===== src/rtl/osc_stop_pkg.sv =====
package osc_stop_pkg;

  typedef struct packed {
    logic active;
    logic rst_en;
  } osc_ctrl_t;

  localparam int unsigned DEF_TIMEOUT  = 16;
  localparam int unsigned DEF_PULSE_W  = 8;
  localparam int unsigned DEF_SYNC_LEN = 2;

endpackage


===== src/rtl/osc_stop_rst_sync.sv =====
module osc_stop_rst_sync #(
  parameter int unsigned STAGES = 2
) (
  input  logic clk,
  input  logic arst_n,
  output logic rst_n_o
);

  logic [STAGES-1:0] chain_q;
  logic [STAGES-1:0] chain_d;

  always_comb begin
    chain_d = {chain_q[STAGES-2:0], 1'b1};
  end

  always_ff @(posedge clk or negedge arst_n) begin
    if (!arst_n) begin
      chain_q <= '0;
    end else begin
      chain_q <= chain_d;
    end
  end

  assign rst_n_o = chain_q[STAGES-1];

endmodule


===== src/rtl/osc_stop_edge_sync.sv =====
module osc_stop_edge_sync #(
  parameter int unsigned STAGES = 2
) (
  input  logic clk,
  input  logic rst_n,
  input  logic async_in,
  output logic edge_o
);

  localparam int unsigned DEPTH = STAGES + 1;

  logic [DEPTH-1:0] pipe_q;
  logic [DEPTH-1:0] pipe_d;

  genvar g;
  generate
    for (g = 0; g < DEPTH; g++) begin : g_stage
      if (g == 0) begin : g_first
        assign pipe_d[g] = async_in;
      end else begin : g_rest
        assign pipe_d[g] = pipe_q[g-1];
      end
    end
  endgenerate

  always_ff @(posedge clk or negedge rst_n) begin
    if (!rst_n) begin
      pipe_q <= '0;
    end else begin
      pipe_q <= pipe_d;
    end
  end

  assign edge_o = pipe_q[DEPTH-1] ^ pipe_q[DEPTH-2];

endmodule


===== src/rtl/osc_stop_timeout.sv =====
module osc_stop_timeout #(
  parameter int unsigned TIMEOUT = 16
) (
  input  logic clk,
  input  logic rst_n,
  input  logic active,
  input  logic edge_i,
  output logic stop_evt_o
);

  localparam int unsigned CW = $clog2(TIMEOUT + 1);
  localparam logic [CW-1:0] LAST = CW'(TIMEOUT - 1);
  localparam logic [CW-1:0] SAT  = CW'(TIMEOUT);

  logic [CW-1:0] cnt_q;
  logic [CW-1:0] cnt_d;
  logic          cnt_en;

  always_comb begin
    cnt_en = 1'b0;
    cnt_d  = cnt_q;
    if (!active || edge_i) begin
      cnt_en = 1'b1;
      cnt_d  = '0;
    end else if (cnt_q != SAT) begin
      cnt_en = 1'b1;
      cnt_d  = cnt_q + 1'b1;
    end
  end

  always_ff @(posedge clk or negedge rst_n) begin
    if (!rst_n) begin
      cnt_q <= '0;
    end else if (cnt_en) begin
      cnt_q <= cnt_d;
    end
  end

  assign stop_evt_o = active && !edge_i && (cnt_q == LAST);

endmodule


===== src/rtl/osc_stop_pulse.sv =====
module osc_stop_pulse #(
  parameter int unsigned WIDTH = 8
) (
  input  logic clk,
  input  logic rst_n,
  input  logic fire,
  output logic pulse_o
);

  localparam int unsigned PW = $clog2(WIDTH + 1);
  localparam logic [PW-1:0] LOAD = PW'(WIDTH);

  logic [PW-1:0] left_q;
  logic [PW-1:0] left_d;
  logic          left_en;

  always_comb begin
    left_en = 1'b0;
    left_d  = left_q;
    if (fire) begin
      left_en = 1'b1;
      left_d  = LOAD;
    end else if (left_q != '0) begin
      left_en = 1'b1;
      left_d  = left_q - 1'b1;
    end
  end

  always_ff @(posedge clk or negedge rst_n) begin
    if (!rst_n) begin
      left_q <= '0;
    end else if (left_en) begin
      left_q <= left_d;
    end
  end

  assign pulse_o = (left_q != '0);

endmodule


===== src/rtl/osc_stop_det.sv =====
module osc_stop_det
  import osc_stop_pkg::*;
#(
  parameter int unsigned TIMEOUT  = DEF_TIMEOUT,
  parameter int unsigned PULSE_W  = DEF_PULSE_W,
  parameter int unsigned SYNC_LEN = DEF_SYNC_LEN
) (
  input  logic clk_ring,
  input  logic ext_rst_n,
  input  logic main_clk,
  input  logic cfg_we,
  input  logic cfg_active,
  input  logic cfg_rst_en,
  output logic det_active,
  output logic stop_rst_en,
  output logic stop_flag,
  output logic int_rst
);

  logic      rst_n_sync;
  logic      main_edge;
  logic      stop_evt;
  logic      fire;
  osc_ctrl_t ctrl_q;
  osc_ctrl_t ctrl_d;
  logic      ctrl_en;
  logic      flag_q;
  logic      flag_d;
  logic      flag_en;

  osc_stop_rst_sync #(.STAGES(SYNC_LEN)) u_rst_sync (
    .clk     (clk_ring),
    .arst_n  (ext_rst_n),
    .rst_n_o (rst_n_sync)
  );

  osc_stop_edge_sync #(.STAGES(SYNC_LEN)) u_edge (
    .clk      (clk_ring),
    .rst_n    (rst_n_sync),
    .async_in (main_clk),
    .edge_o   (main_edge)
  );

  osc_stop_timeout #(.TIMEOUT(TIMEOUT)) u_timeout (
    .clk        (clk_ring),
    .rst_n      (rst_n_sync),
    .active     (ctrl_q.active),
    .edge_i     (main_edge),
    .stop_evt_o (stop_evt)
  );

  // Control bits: only a software write changes them.
  always_comb begin
    ctrl_en = cfg_we;
    ctrl_d  = '{active: cfg_active, rst_en: cfg_rst_en};
  end

  always_ff @(posedge clk_ring or negedge rst_n_sync) begin
    if (!rst_n_sync) begin
      ctrl_q <= '0;
    end else if (ctrl_en) begin
      ctrl_q <= ctrl_d;
    end
  end

  // Sticky status: a clearing write wins over a same-cycle stop.
  always_comb begin
    flag_en = 1'b0;
    flag_d  = flag_q;
    if (cfg_we && !cfg_active) begin
      flag_en = 1'b1;
      flag_d  = 1'b0;
    end else if (stop_evt) begin
      flag_en = 1'b1;
      flag_d  = 1'b1;
    end
  end

  always_ff @(posedge clk_ring or negedge rst_n_sync) begin
    if (!rst_n_sync) begin
      flag_q <= 1'b0;
    end else if (flag_en) begin
      flag_q <= flag_d;
    end
  end

  assign fire = stop_evt && ctrl_q.rst_en && !(cfg_we && !cfg_active);

  osc_stop_pulse #(.WIDTH(PULSE_W)) u_pulse (
    .clk     (clk_ring),
    .rst_n   (rst_n_sync),
    .fire    (fire),
    .pulse_o (int_rst)
  );

  assign det_active  = ctrl_q.active;
  assign stop_rst_en = ctrl_q.rst_en;
  assign stop_flag   = flag_q;

endmodule


===== config.mk =====
export PLATFORM = sky130hd
export DESIGN_NAME = osc_stop_det
export DESIGN_NICKNAME = d
export VERILOG_FILES = /design/src/rtl/osc_stop_pkg.sv /design/src/rtl/osc_stop_rst_sync.sv /design/src/rtl/osc_stop_edge_sync.sv /design/src/rtl/osc_stop_timeout.sv /design/src/rtl/osc_stop_pulse.sv /design/src/rtl/osc_stop_det.sv
export SDC_FILE = /design/constraint.sdc
export NUM_CORES = 1
export LEC_CHECK = 0
export BUFFER_PORTS_ARGS = -buffer_cell sky130_fd_sc_hd__buf_2
export CORE_MARGIN = 2
export CORE_UTILIZATION = 42
export CTS_CLUSTER_DIAMETER = 100
export DETAILED_ROUTE_END_ITERATION = 16
export GPL_ROUTABILITY_DRIVEN = 0
export SLEW_MARGIN = 40
export SYNTH_ARGS = -nofsm -noshare
export SYNTH_HDL_FRONTEND = slang
export SYNTH_HIERARCHICAL = 1
export SYNTH_SLANG_ARGS = --single-unit

===== constraint.sdc =====
create_clock -name clk_ring -period 1.3 [get_ports clk_ring]
set_clock_uncertainty 0.2 [all_clocks]
set_input_delay 0.13 -clock clk_ring [delete_from_list [all_inputs] [get_ports clk_ring]]
set_output_delay 0.13 -clock clk_ring [all_outputs]
set_load 0.005 [all_outputs]

; Word level (Yosys, flattened, before mapping)
; Index checks and enable logic that the tools add are counted.
[word_totals]
register_bits = 17
in_bits = 6
output_inout_bits = 4
elab_cells = 41
[classes]
addsub = 2
eq_ne = 2
n_mux = 12
bitwise_logic = 1
n_reduce_logical = 17
[ops]
columns = op, n
row1 = $mux W5, 2
row2 = $mux W1, 8
row3 = $mux W4, 2
row4 = $reduce_and A2 Y1, 3
row5 = $reduce_bool A2 Y1, 3
row6 = $add A5 B1 Y5 const B, 1
row7 = $eq A5 B4 Y1 const B, 1
row8 = $logic_and A1 B1 Y1, 5
row9 = $ne A5 B5 Y1 const B, 1
row10 = $logic_not A1 Y1, 4
row11 = $reduce_bool A4 Y1, 1
row12 = $sub A4 B1 Y4 const B, 1
row13 = $logic_or A1 B1 Y1, 1
row14 = $xor A1 B1 Y1, 1

; Logic depth before layout (Yosys ltp)
; Gate-level depths: netlist (run 1).
[depth]
depth_word = 8
ltp_mapped = 8
ltp_nobuf = 8

; By module
; Netlist (run 1), hierarchy kept.
[modules_own_cells]
columns = module, instances, cells_each, area_each_um2, seq_area_each_um2
row1 = osc_stop_timeout, 1, 30, 316.6, 125.1
row2 = osc_stop_pulse, 1, 20, 217.7, 100.1
row3 = osc_stop_det, 1, 8, 117.6, 75.1
row4 = osc_stop_edge_sync, 1, 4, 83.8, 75.1
row5 = osc_stop_rst_sync, 1, 3, 53.8, 50.0

; Worst setup path after synthesis (run 1)
; Ideal clock, no wire load.
[synth_timing]
path_kind = reg-to-reg
start = register u_timeout.cnt_q[0]
end = register u_pulse.left_q[0]
setup_time_ps = 125
t_arrival_ps = 1493
slack_ps = -518
path_stages_with_launch = 9
synth_period_minus_slack_ps = 1818
cell_sequence = dfrtp_1 > ha_1 > and3_1 > ha_1 > inv_1 > nor2_1 > and3_1 > nor2b_1 > mux2_4
[synth_via]
elab_chain_len = 6
[synth_lines]
columns = item, line
row1 = "start, declared", osc_stop_timeout.sv:15  ; logic [CW-1:0] cnt_q;
row2 = "start signal, assigned", osc_stop_timeout.sv:35  ; cnt_q <= cnt_d;
row3 = $eq A5 B4 Y1 *, osc_stop_timeout.sv:39  ; assign stop_evt_o = active && !edge_i && (cnt_q == LAST);
row4 = $logic_and A1 B1 Y1 *, osc_stop_timeout.sv:39
row5 = net stop_evt, osc_stop_det.sv:22  ; logic stop_evt;
row6 = $logic_and A1 B1 Y1 * (2 in series), osc_stop_det.sv:87  ; assign fire = stop_evt && ctrl_q.rst_en && !(cfg_we && !cfg_active);
row7 = net fire, osc_stop_det.sv:23  ; logic fire;
row8 = $reduce_bool A2 Y1 (no line) / $mux W1 (equally long branches), -
row9 = $reduce_and A2 Y1 (no line), -
row10 = "end signal, assigned", osc_stop_pulse.sv:33  ; left_q <= left_d;
row11 = "end, declared", osc_stop_pulse.sv:13  ; logic [PW-1:0] left_q;
; Mark *: on every way through the listed nets, which the timed path passes. The rest lies on a longest branch.
; A chain may end at the register's enable or synchronous reset.

; Final worst setup path (run 1)
[layout_timing]
start = register u_timeout.cnt_q[1]
end = register u_pulse.left_q[0]
; Same word-level chain as after synthesis.

==> results of run 1 <==
-- worst min-delay path by stage --
stage                                       to  slack (ns)  cells after the start
6_report            u_edge/pipe_q[1]$_DFF_PN0_        0.16                      0
3_3_place_gp   u_rst_sync/chain_q[0]$_DFF_PN0_       -0.29                      1
3_5_place_dp   u_rst_sync/chain_q[0]$_DFF_PN0_       -0.28                      1
4_1_cts             u_edge/pipe_q[1]$_DFF_PN0_        0.16                      0
5_1_grt             u_edge/pipe_q[1]$_DFF_PN0_        0.17                      0
2_1_floorplan  u_rst_sync/chain_q[0]$_DFF_PN0_       -0.37                      0
-- sequential cells by signal, indices dropped and copies added, names as in the netlist --
register / count
u_timeout/cnt_q: 5
u_pulse/left_q: 4
u_edge/pipe_q: 3
u_rst_sync/chain_q: 2
det_active: 1
stop_flag: 1
stop_rst_en: 1
-- power by group --
part | switching (mW) | internal [mW]
registers | 0.0424 | 0.610
clock network | 0.153 | 0.119
logic | 0.235 | 0.394
-- cells by family after synthesis --
family / after synthesis
multiplexers: 6
AO/OA/AOI/OAI: 6
flip-flops: 17
buffers and inverters: 7
XOR/XNOR: 2
adder cells (fa/ha/maj): 4
AND/OR/NAND/NOR: 22
other: 1
-- placed cells by master, fill, tap and decap left out, drive strengths merged --
master	n
a21oi	1
clkbuf	4
nand3	1
xor2	1
o21ba	1
nor2b	1
nand2b	3
nor2	3
inv	7
o21a	1
and3	2
ha	4
dfrtp	17
mux2i	3
a211o	1
xnor2	1
nor4b	1
buf	29
nor3	2
and4bb	1
mux2	3
o31a	1
conb	1
nand3b	5
a211oi	1
or3b	3
dlygate4sd3	7
-- routing by layer --
layer,routed length [µm],track usage [%]
met1,718,22.4
met5,0,0
met2,642,22.7
met4,26,5.00
met3,44,3.46
-- metrics by stage --
stage | setup WS, ns | total power, mW | utilization (%) | instances | setup TNS [ns]
after floorplan | -0.486 | 0.970 | - | 65 | -1.80
after global placement | -0.469 | 1.16 | 56.9 | 112 | -2.53
after detailed placement | -0.497 | 1.18 | 56.9 | 112 | -2.74
after CTS | -0.488 | 1.54 | 64.8 | 127 | -3.06
after global routing | -0.542 | 1.68 | 66.7 | 130 | -3.61
final | -0.482 | 1.55 | 66.7 | 130 | -2.92
-- synth_stat cells --
library cell / instances
o21a_1: 1
nand3b_1: 5
a21oi_1: 1
o21ba_2: 1
nand3_1: 1
mux2_2: 2
ha_1: 4
or3b_4: 1
o31a_1: 1
and4bb_1: 1
nor3_1: 2
a211o_1: 1
nand2b_1: 3
dfrtp_1: 17
xor2_1: 1
xnor2_1: 1
mux2_4: 1
nor2_1: 3
nor4b_1: 1
or3b_1: 2
and3_1: 2
nor2b_1: 1
conb_1: 1
a211oi_1: 1
mux2i_1: 3
inv_1: 7
-- final cells by class --
class                   instances  area [µm²]
fillers                       143         582
flip-flops and latches         17         425
multi-input cells              41         379
repair buffers                 36         275
well taps                      25        31.3
clock buffers                   4        26.3
inverters                       7        26.3
-- what timing repair did --
| action | in CTS | in global routing |
|---|---|---|
| hold buffers | 7 | 0 |
| setup buffers | 5 | 3 |
| hold endpoints to repair | 21 | 0 |
| gates resized for setup | 3 | 2 |
| setup endpoints to repair | 11 | 12 |
| pin swaps | 4 | 2 |
-- critical path: stages, from the launching register on --
cell,delay (ns)
dfrtp_1,0.37
ha_2,0.18
and3_4,0.18
ha_4,0.12
inv_2,0.03
nor2_2,0.09
and3_4,0.21
nor2b_1,0.05
mux2_4,0.25
==> metrics.txt, run 1 <==
r2r setup slk=-0.48 ns; FMAX=0.561 GHz; yosys warns=6; Leak=0.550 nW; Hold WC Path Type=flip-flop to flip-flop; 1st-iter DRT viols=9; clk_lat worst skew=0.28 ns; antenna violations before repair=0; first-pass GRT wire length=2.35 mm; Initial Utilization=45.2%; # diodes=0; Site Rows=15; XOR/XNOR Fraction of Synth Area=2.22%; Layout Area Growth over Synthesis=47.4%; failing checks=setup timing; syn_nets=75; cells after synthesis=65; crit end category=flip-flop; worst path arrival time=1.75 ns; Max Cap Viol=0; crit start category=flip-flop; RR Endpoint=u_pulse/left_q[0]$_DFFE_PN0P_; Min-Delay Startpoint=u_edge/pipe_q[0]$_DFF_PN0_; peak supply drop=911 µV; DP HPWL=1.01 mm; CTS tree=built; #FFs+latches synth=17; synthesized area per cell=12.1 µm²; Overall Global Routing Usage=15.4%; Yosys cell types=26; Max Root-Sink Buffers=2; Post-route DRC=0; share of the clock period used by the worst path=137%; Cell Area, Synth=790 µm²; Die ar.=2240 µm²; remaining antenna violation count=0; Via density=4.63; sequential cell area fraction in the yosys report=53.9%; WL/cell=11.0 µm; cell taking the most area after synthesis=dfrtp_1; unrepaired setup endpoints after global routing=true; share of layout cells above drive strength 1=44.8%; Finished Cell Area=1160 µm²; r2r startpoint=u_timeout/cnt_q[1]$_DFFE_PN0P_; root buf cell=clkbuf_4; core area=1750 µm²; Compound-Gate Fraction of Synth Area=6.02%; Setup crit start=u_timeout/cnt_q[1]$_DFFE_PN0P_; TritonCTS Buffers=3; CP endpoint=u_pulse/left_q[0]$_DFFE_PN0P_; vias=602; PortBufs=9; Pre-Repair DR Iteration Count=4; final setup violating endpoints=11; vias in the first global route=553; PD cells=1340 nW/µm²; Clock H-tree levels=1; IO Pins=10; Synth top area share=53.9%; final wirelength=1.43 mm; placed cell area=993 µm²; Die Ht=47.4 µm; endpoints failing hold=0; R2R cell count=8; worst setup margin=-0.482 ns; clock-pin transition on the worst setup and hold timing paths=0.09 ns; ranking of synthesized cells by area=dfrtp_1 54%, ha_1 6.3%, nand3b_1 4.8%, mux2i_1 3.8%, inv_1 3.3%; status=finished with violations; post-synthesis simple-gate area fraction=19.2%; mux cell area share after synthesis=8.56%; Die W=47.4 µm; hold slack=0.160 ns; post-synthesis adder-cell area fraction=6.34%; clock sinks=17; Final Critical Period=1.78 ns; Slew Viols, Final=0; largest family of logic cells by synthesized area=simple AND/OR/NAND/NOR gates; GRT Residual Overflow=0; Worst EP required=1.27 ns; Layout Nets=116; largest net degree at the start of global routing=16; critical path fanouts, max=5; critical path class=flip-flop to flip-flop
Power figures use the tool's default switching activity.
==> run 2, diff against run 1 <==
--- a/config.mk
+++ b/config.mk
@@ -5,6 +5,7 @@
 export SDC_FILE = /design/constraint.sdc
 export NUM_CORES = 1
 export LEC_CHECK = 0
+export ABC_AREA = 1
 export BUFFER_PORTS_ARGS = -buffer_cell sky130_fd_sc_hd__buf_2
 export CORE_MARGIN = 2
 export CORE_UTILIZATION = 42
==> metrics.txt, run 2 <==
first-pass GRT wire length=2.64 mm; Final Critical Period=1.72 ns; yosys warns=6; peak supply drop=1160 µV; Worst EP required=1.29 ns; r2r startpoint=u_timeout/cnt_q[0]$_DFFE_PN0P_; WL/cell=10.5 µm; synthesized area per cell=8.66 µm²; Buffers & Inverters on Critical Path=2; Min-Delay Startpoint=u_edge/pipe_q[0]$_DFF_PN0_; Crit-path slowest cell=dfrtp_1; clk_lat worst skew=0.29 ns; share of layout cells above drive strength 1=43.4%; core area=1760 µm²; top cells by count, synth=18 x nand2_1, 17 x dfrtp_1, 15 x nor2_1; sequential cell area fraction in the yosys report=53.4%; PD cells=1380 nW/µm²; Worst Hold End=u_edge/pipe_q[1]$_DFF_PN0_; final wirelength=1.62 mm; endpoints failing hold=0; critical path class=flip-flop to flip-flop; 1st-iter DRT viols=3; Util after Layout=66.8%; r2r setup slk=-0.42 ns; commonest non-fill, non-tap cell in the layout=dfrtp_1; Async SR Flop Fraction=100%; largest reg by FF count=u_timeout/cnt_q; CTS tree=built; Pre-Repair DR Iteration Count=4; vias in the first global route=657; final setup violating endpoints=10; sequential standard cell area=425 µm²; Overall Global Routing Usage=17.2%; worst setup margin=-0.417 ns; vias=708; EDFF count, synth=0; Leak=0.596 nW; FMAX=0.582 GHz; Place WS=-0.402 ns; CP max stage delay=0.37 ns; placed cell count=138; Layout Area Growth over Synthesis=47.9%; unrepaired setup endpoints after global routing=true; clock sinks=17; non-filler cells, final=154; Clock H-tree levels=1; remaining antenna violation count=0; multi-input combinational cell area=373 µm²; critical path fanouts, max=6; worst hold path cell count=0; leading registers by flop count=u_timeout/cnt_q x5, u_pulse/left_q x4, u_edge/pipe_q x3; #FFs+latches synth=17; syn_nets=102; failing checks=setup timing; max reg flops=5; DP HPWL=1.06 mm; status=finished with violations; Die Ht=47.6 µm; RR Endpoint=u_pulse/left_q[0]$_DFFE_PN0P_; Hold WC Path Type=flip-flop to flip-flop; Cell Area, Synth=797 µm²; IO Pins=10; antenna violations before repair=0; Slew Viols, Final=0; CP delay by family, top=simple AND/OR/NAND/NOR gates; Initial Utilization=45.2%; R2R cell count=11; crit end category=flip-flop; Site Rows=15; Layout Nets=140; most frequent cells in the layout=17 x dfrtp_1, 16 x nand2_1, 15 x buf_4; root buf cell=clkbuf_4; largest net degree at the start of global routing=10; Filler Cells Inserted=159; Max Root-Sink Buffers=2; TritonCTS Buffers=3; ranking of synthesized cells by area=dfrtp_1 53%, nand2_1 8.5%, nor2_1 7.1%, ha_1 6.3%, inv_1 5.7%; crit start category=flip-flop; Post-route DRC=0; cells after synthesis=92; worst path arrival time=1.71 ns; most frequent cell after synthesis=nand2_1; cell taking the most area after synthesis=dfrtp_1; Die W=47.6 µm; clock-pin transition on the worst setup and hold timing paths=0.10 ns; Yosys cell types=16; top_reg_cell synth=dfrtp_1; hold slack=0.169 ns; PortBufs=9; Max Cap Viol=0; Via density=4.60; GRT Residual Overflow=0; share of the clock period used by the worst path=132%; worst-path cell chain=ha_2, nand2_2, nor2_2, ha_2, inv_2, nor2_4, nand2_1, nor2_1, inv_2, nand4_1, nand2_1; Die ar.=2260 µm²; Synth top area share=53.4%; # diodes=0
[run 2: changes by cell type after synthesis, sizes merged, moves of 4 or more]
cell	previous run	this run
nand3b	5	1
inv	7	17
nand3	1	7
nand4	0	5
nor2	3	19
nand2	0	19
[run 2: repair_timing]
action	4_1_cts	5_1_grt
setup buffers	4	1
endpoints found under the setup margin	10	11
resized for setup	10	14
pin swaps	4	14
hold buffers	7	0
hold endpoints to repair	21	0
[run 2: stage by stage]
step	power [mW]	TNS, ns	cell area [µm²]
global route	1.75	-3.40	1180
global placement	1.11	-1.74	963
finish	1.62	-2.31	1180
detailed placement	1.13	-1.94	963
CTS	1.60	-2.16	1120
floorplan	0.977	-1.21	797
[run 2: final cells by class]
class	instances	share of cell area [%]
clock buffers	4	2.23
inverters	17	5.63
multi-input cells	58	31.6
flip-flops and latches	17	36.1
well taps	25	2.65
repair buffers	33	21.8
[run 2: worst max path at each step]
stage / startpoint / to / slack (ns) / cells after the start
after detailed placement: u_timeout/cnt_q[0]$_DFFE_PN0P_ / u_pulse/left_q[0]$_DFFE_PN0P_ / -0.40 / 11
after floorplan: u_timeout/cnt_q[0]$_DFFE_PN0P_ / u_pulse/left_q[1]$_DFFE_PN0P_ / -0.30 / 11
after CTS: u_timeout/cnt_q[0]$_DFFE_PN0P_ / u_pulse/left_q[0]$_DFFE_PN0P_ / -0.41 / 11
after global placement: u_timeout/cnt_q[0]$_DFFE_PN0P_ / u_pulse/left_q[0]$_DFFE_PN0P_ / -0.36 / 11
final: u_timeout/cnt_q[0]$_DFFE_PN0P_ / u_pulse/left_q[0]$_DFFE_PN0P_ / -0.42 / 11
after global routing: u_timeout/cnt_q[0]$_DFFE_PN0P_ / u_pulse/left_q[0]$_DFFE_PN0P_ / -0.56 / 11
[run 2: kinds of logic after synthesis]
| logic type | count (synthesis) | synth area share [%] |
|---|---|---|
| and+or+nand+nor | 52 | 30.8 |
| buffers and inverters | 17 | 8.01 |
| DFF | 17 | 53.4 |
| adders and majority gates | 4 | 6.28 |
| AOI/OAI and AO/OA | 1 | 1.10 |
| other | 1 | 0.471 |
[run 2: layer usage]
metal / wire length, µm / vias up / track usage (%)
met5: 0 / - / 0
met4: 62 / 0 / 9.73
met3: 43 / 6 / 2.26
met2: 776 / 13 / 27.0
met1: 739 / 331 / 23.1
li1: - / 358 / -
[run 2: report_power, final]
part	leakage, nW	switching [mW]	internal (mW)
registers	0.212	0.0528	0.615
clock network	0.0150	0.165	0.119
logic	0.369	0.333	0.339
total	0.596	0.550	1.07
==> run 3, diff against run 2 <==
--- a/config.mk
+++ b/config.mk
@@ -8,12 +8,12 @@
 export ABC_AREA = 1
 export BUFFER_PORTS_ARGS = -buffer_cell sky130_fd_sc_hd__buf_2
 export CORE_MARGIN = 2
-export CORE_UTILIZATION = 42
+export CORE_UTILIZATION = 40
 export CTS_CLUSTER_DIAMETER = 100
 export DETAILED_ROUTE_END_ITERATION = 16
 export GPL_ROUTABILITY_DRIVEN = 0
+export SKIP_LAST_GASP = 1
 export SLEW_MARGIN = 40
 export SYNTH_ARGS = -nofsm -noshare
 export SYNTH_HDL_FRONTEND = slang
-export SYNTH_HIERARCHICAL = 1
 export SYNTH_SLANG_ARGS = --single-unit
==> metrics.txt, run 3 <==
WL/cell=9.95 µm; setup TNS=-1.24 ns; clock sinks=17; crit start category=flip-flop; Final Critical Period=1.52 ns; cells after synthesis=86; Cell Area, Synth=792 µm²; largest reg by FF count=u_timeout.cnt_q; Slew Viols, Final=0; antenna violations before repair=0; clk_lat worst skew=0.28 ns; PortBufs=9; core area=1920 µm²; Die Ht=48.5 µm; Die W=48.5 µm; syn_nets=97; R2R cell count=7; switch share=24.9%; CTS tree=built; CP delay by family, top=simple AND/OR/NAND/NOR gates; peak supply drop=610 µV; share of layout cells above drive strength 1=37.8%; Initial Utilization=41.2%; ranking of synthesized cells by area=dfrtp_1 54%, ha_1 7.9%, nand2_1 7.1%, inv_1 6.6%, nor2_1 5.7%; #FFs+latches synth=17; P_int=0.750 mW; Worst EP required=1.28 ns; Async SR Flop Fraction=100%; Via density=4.43; most frequent cells in the layout=17 x dfrtp_1, 13 x nand2_1, 12 x buf_4; Pre-Repair DR Iteration Count=3; remaining antenna violation count=0; Hold WC Path Type=flip-flop to flip-flop; crit end category=flip-flop; largest net degree at the start of global routing=16; failing checks=setup timing; most frequent cell after synthesis=dfrtp_1; worst-path cell chain=ha_2, nand2_2, nor2_4, ha_4, nand4_1, nor2_2, nor2_1; first-pass GRT wire length=2.55 mm; top cells by count, synth=17 x dfrtp_1, 15 x nand2_1, 14 x inv_1; Min-Delay Startpoint=u_rst_sync.chain_q[0]$_DFF_PN0_; synthesized area per cell=9.21 µm²; FMAX=0.657 GHz; Filler Cells Inserted=171; EDFF count, synth=0; Max Cap Viol=0; DP HPWL=1.03 mm; 1st-iter DRT viols=7; vias in the first global route=639; final wirelength=1.45 mm; hold slack=0.164 ns; cell taking the most area after synthesis=dfrtp_1; status=finished with violations; Crit-path slowest cell=dfrtp_1; placed cell count=132; clock-pin transition on the worst setup and hold timing paths=0.10 ns; Place WS=-0.192 ns; Leak=0.554 nW; worst hold path cell count=0; Layout Nets=131; Pwr Total=0.999 mW; max reg flops=5; TritonCTS Buffers=3; PD cells=868 nW/µm²; Max Root-Sink Buffers=2; RR Endpoint=u_pulse.left_q[2]$_DFFE_PN0P_; Synth top area share=53.7%; # diodes=0; top_reg_cell synth=dfrtp_1; Worst Hold End=u_rst_sync.chain_q[1]$_DFF_PN0_; critical path fanouts, max=3; vias=647; Site Rows=16; critical path class=flip-flop to flip-flop; final setup violating endpoints=9; IO Pins=10; Yosys cell types=17; sequential cell area fraction in the yosys report=53.7%; unrepaired setup endpoints after global routing=true; non-filler cells, final=146; Post-route DRC=0; r2r startpoint=u_timeout.cnt_q[1]$_DFFE_PN0P_; worst setup margin=-0.223 ns; Overall Global Routing Usage=14.0%; Die ar.=2350 µm²; sequential share of power=56.6%; CP max stage delay=0.38 ns; clock power share=27.0%; worst path arrival time=1.50 ns; root buf cell=clkbuf_4; leading registers by flop count=u_timeout.cnt_q x5, u_pulse.left_q x4, u_edge.pipe_q x3; yosys warns=0; share of the clock period used by the worst path=117%; GRT Residual Overflow=0; commonest non-fill, non-tap cell in the layout=dfrtp_1; Logic pwr share=16.4%; r2r setup slk=-0.22 ns; Psw=0.248 mW; Layout Area Growth over Synthesis=45.2%; Clock H-tree levels=1; Buffers & Inverters on Critical Path=0; endpoints failing hold=0
[run 3: how the worst max path moves through the flow]
stage / end / slack (ns) / cells after the start / start
3_5_place_dp: u_pulse.left_q[2]$_DFFE_PN0P_ / -0.19 / 7 / u_timeout.cnt_q[1]$_DFFE_PN0P_
6_report: u_pulse.left_q[2]$_DFFE_PN0P_ / -0.22 / 7 / u_timeout.cnt_q[1]$_DFFE_PN0P_
5_1_grt: u_pulse.left_q[0]$_DFFE_PN0P_ / -0.32 / 7 / u_timeout.cnt_q[1]$_DFFE_PN0P_
2_1_floorplan: u_pulse.left_q[0]$_DFFE_PN0P_ / -0.13 / 7 / u_timeout.cnt_q[0]$_DFFE_PN0P_
4_1_cts: u_pulse.left_q[2]$_DFFE_PN0P_ / -0.21 / 7 / u_timeout.cnt_q[1]$_DFFE_PN0P_
3_3_place_gp: u_pulse.left_q[0]$_DFFE_PN0P_ / -0.16 / 7 / u_timeout.cnt_q[0]$_DFFE_PN0P_
[run 3: metal layers]
metal | vias to the layer above | share of wire (%) | track usage, %
met4 | 0 | 0.69 | 5.71
met5 | - | 0 | 0
met2 | 11 | 49 | 23.1
met3 | 2 | 3.1 | 2.78
met1 | 300 | 47 | 18.0
li1 | 334 | - | -
[run 3: worst register-to-register path, stage by stage (launching register included)]
cell	delay, ns
dfrtp_1	0.38
ha_2	0.19
nand2_2	0.08
nor2_4	0.10
ha_4	0.13
nand4_1	0.13
nor2_2	0.15
nor2_1	0.05
[run 3: final cells by class]
cell class              instances  area (µm²)  share of cell area [%]
inverters                      15        58.8                    5.11
clock buffers                   3        22.5                    1.96
clock inverters                 1        5.00                   0.435
repair buffers                 29         223                    19.4
flip-flops and latches         17         425                    37.0
well taps                      27        33.8                    2.94
multi-input cells              54         382                    33.2
[run 3: metrics by stage]
step | utilization, % | instance area (µm²)
6_report | 59.8 | 1150
5_1_grt | 59.8 | 1150
4_1_cts | 56.5 | 1090
3_5_place_dp | 49.3 | 948
3_3_place_gp | 49.3 | 948
2_1_floorplan | - | 795
[run 3: cell families after synthesis]
logic type,Yosys count,synth area share [%]
AO/OA/AOI/OAI,5,3.16
XOR/XNOR,3,3.32
adder cells (fa/ha/maj),5,7.90
buffers and inverters,15,7.11
flip-flops,17,53.7
other,1,0.473
AND/OR/NAND/NOR,40,24.3
[run 3: power by group through the flow]
stage,Combinational (mW),Sequential (mW),Clock [mW]
floorplan,0.0604,0.582,0
global placement,0.117,0.574,0
detailed placement,0.120,0.575,0
CTS,0.156,0.564,0.280
global route,0.185,0.568,0.299
finish,0.163,0.565,0.270
[run 3: what timing repair did]
| item | in CTS | in global routing |
|---|---|---|
| pin swaps | 4 | 5 |
| hold buffers | 7 | 0 |
| endpoints found under the hold margin | 14 | 0 |
| setup buffers | 0 | 4 |
| resized for setup | 10 | 11 |
| endpoints found under the setup margin | 10 | 10 |
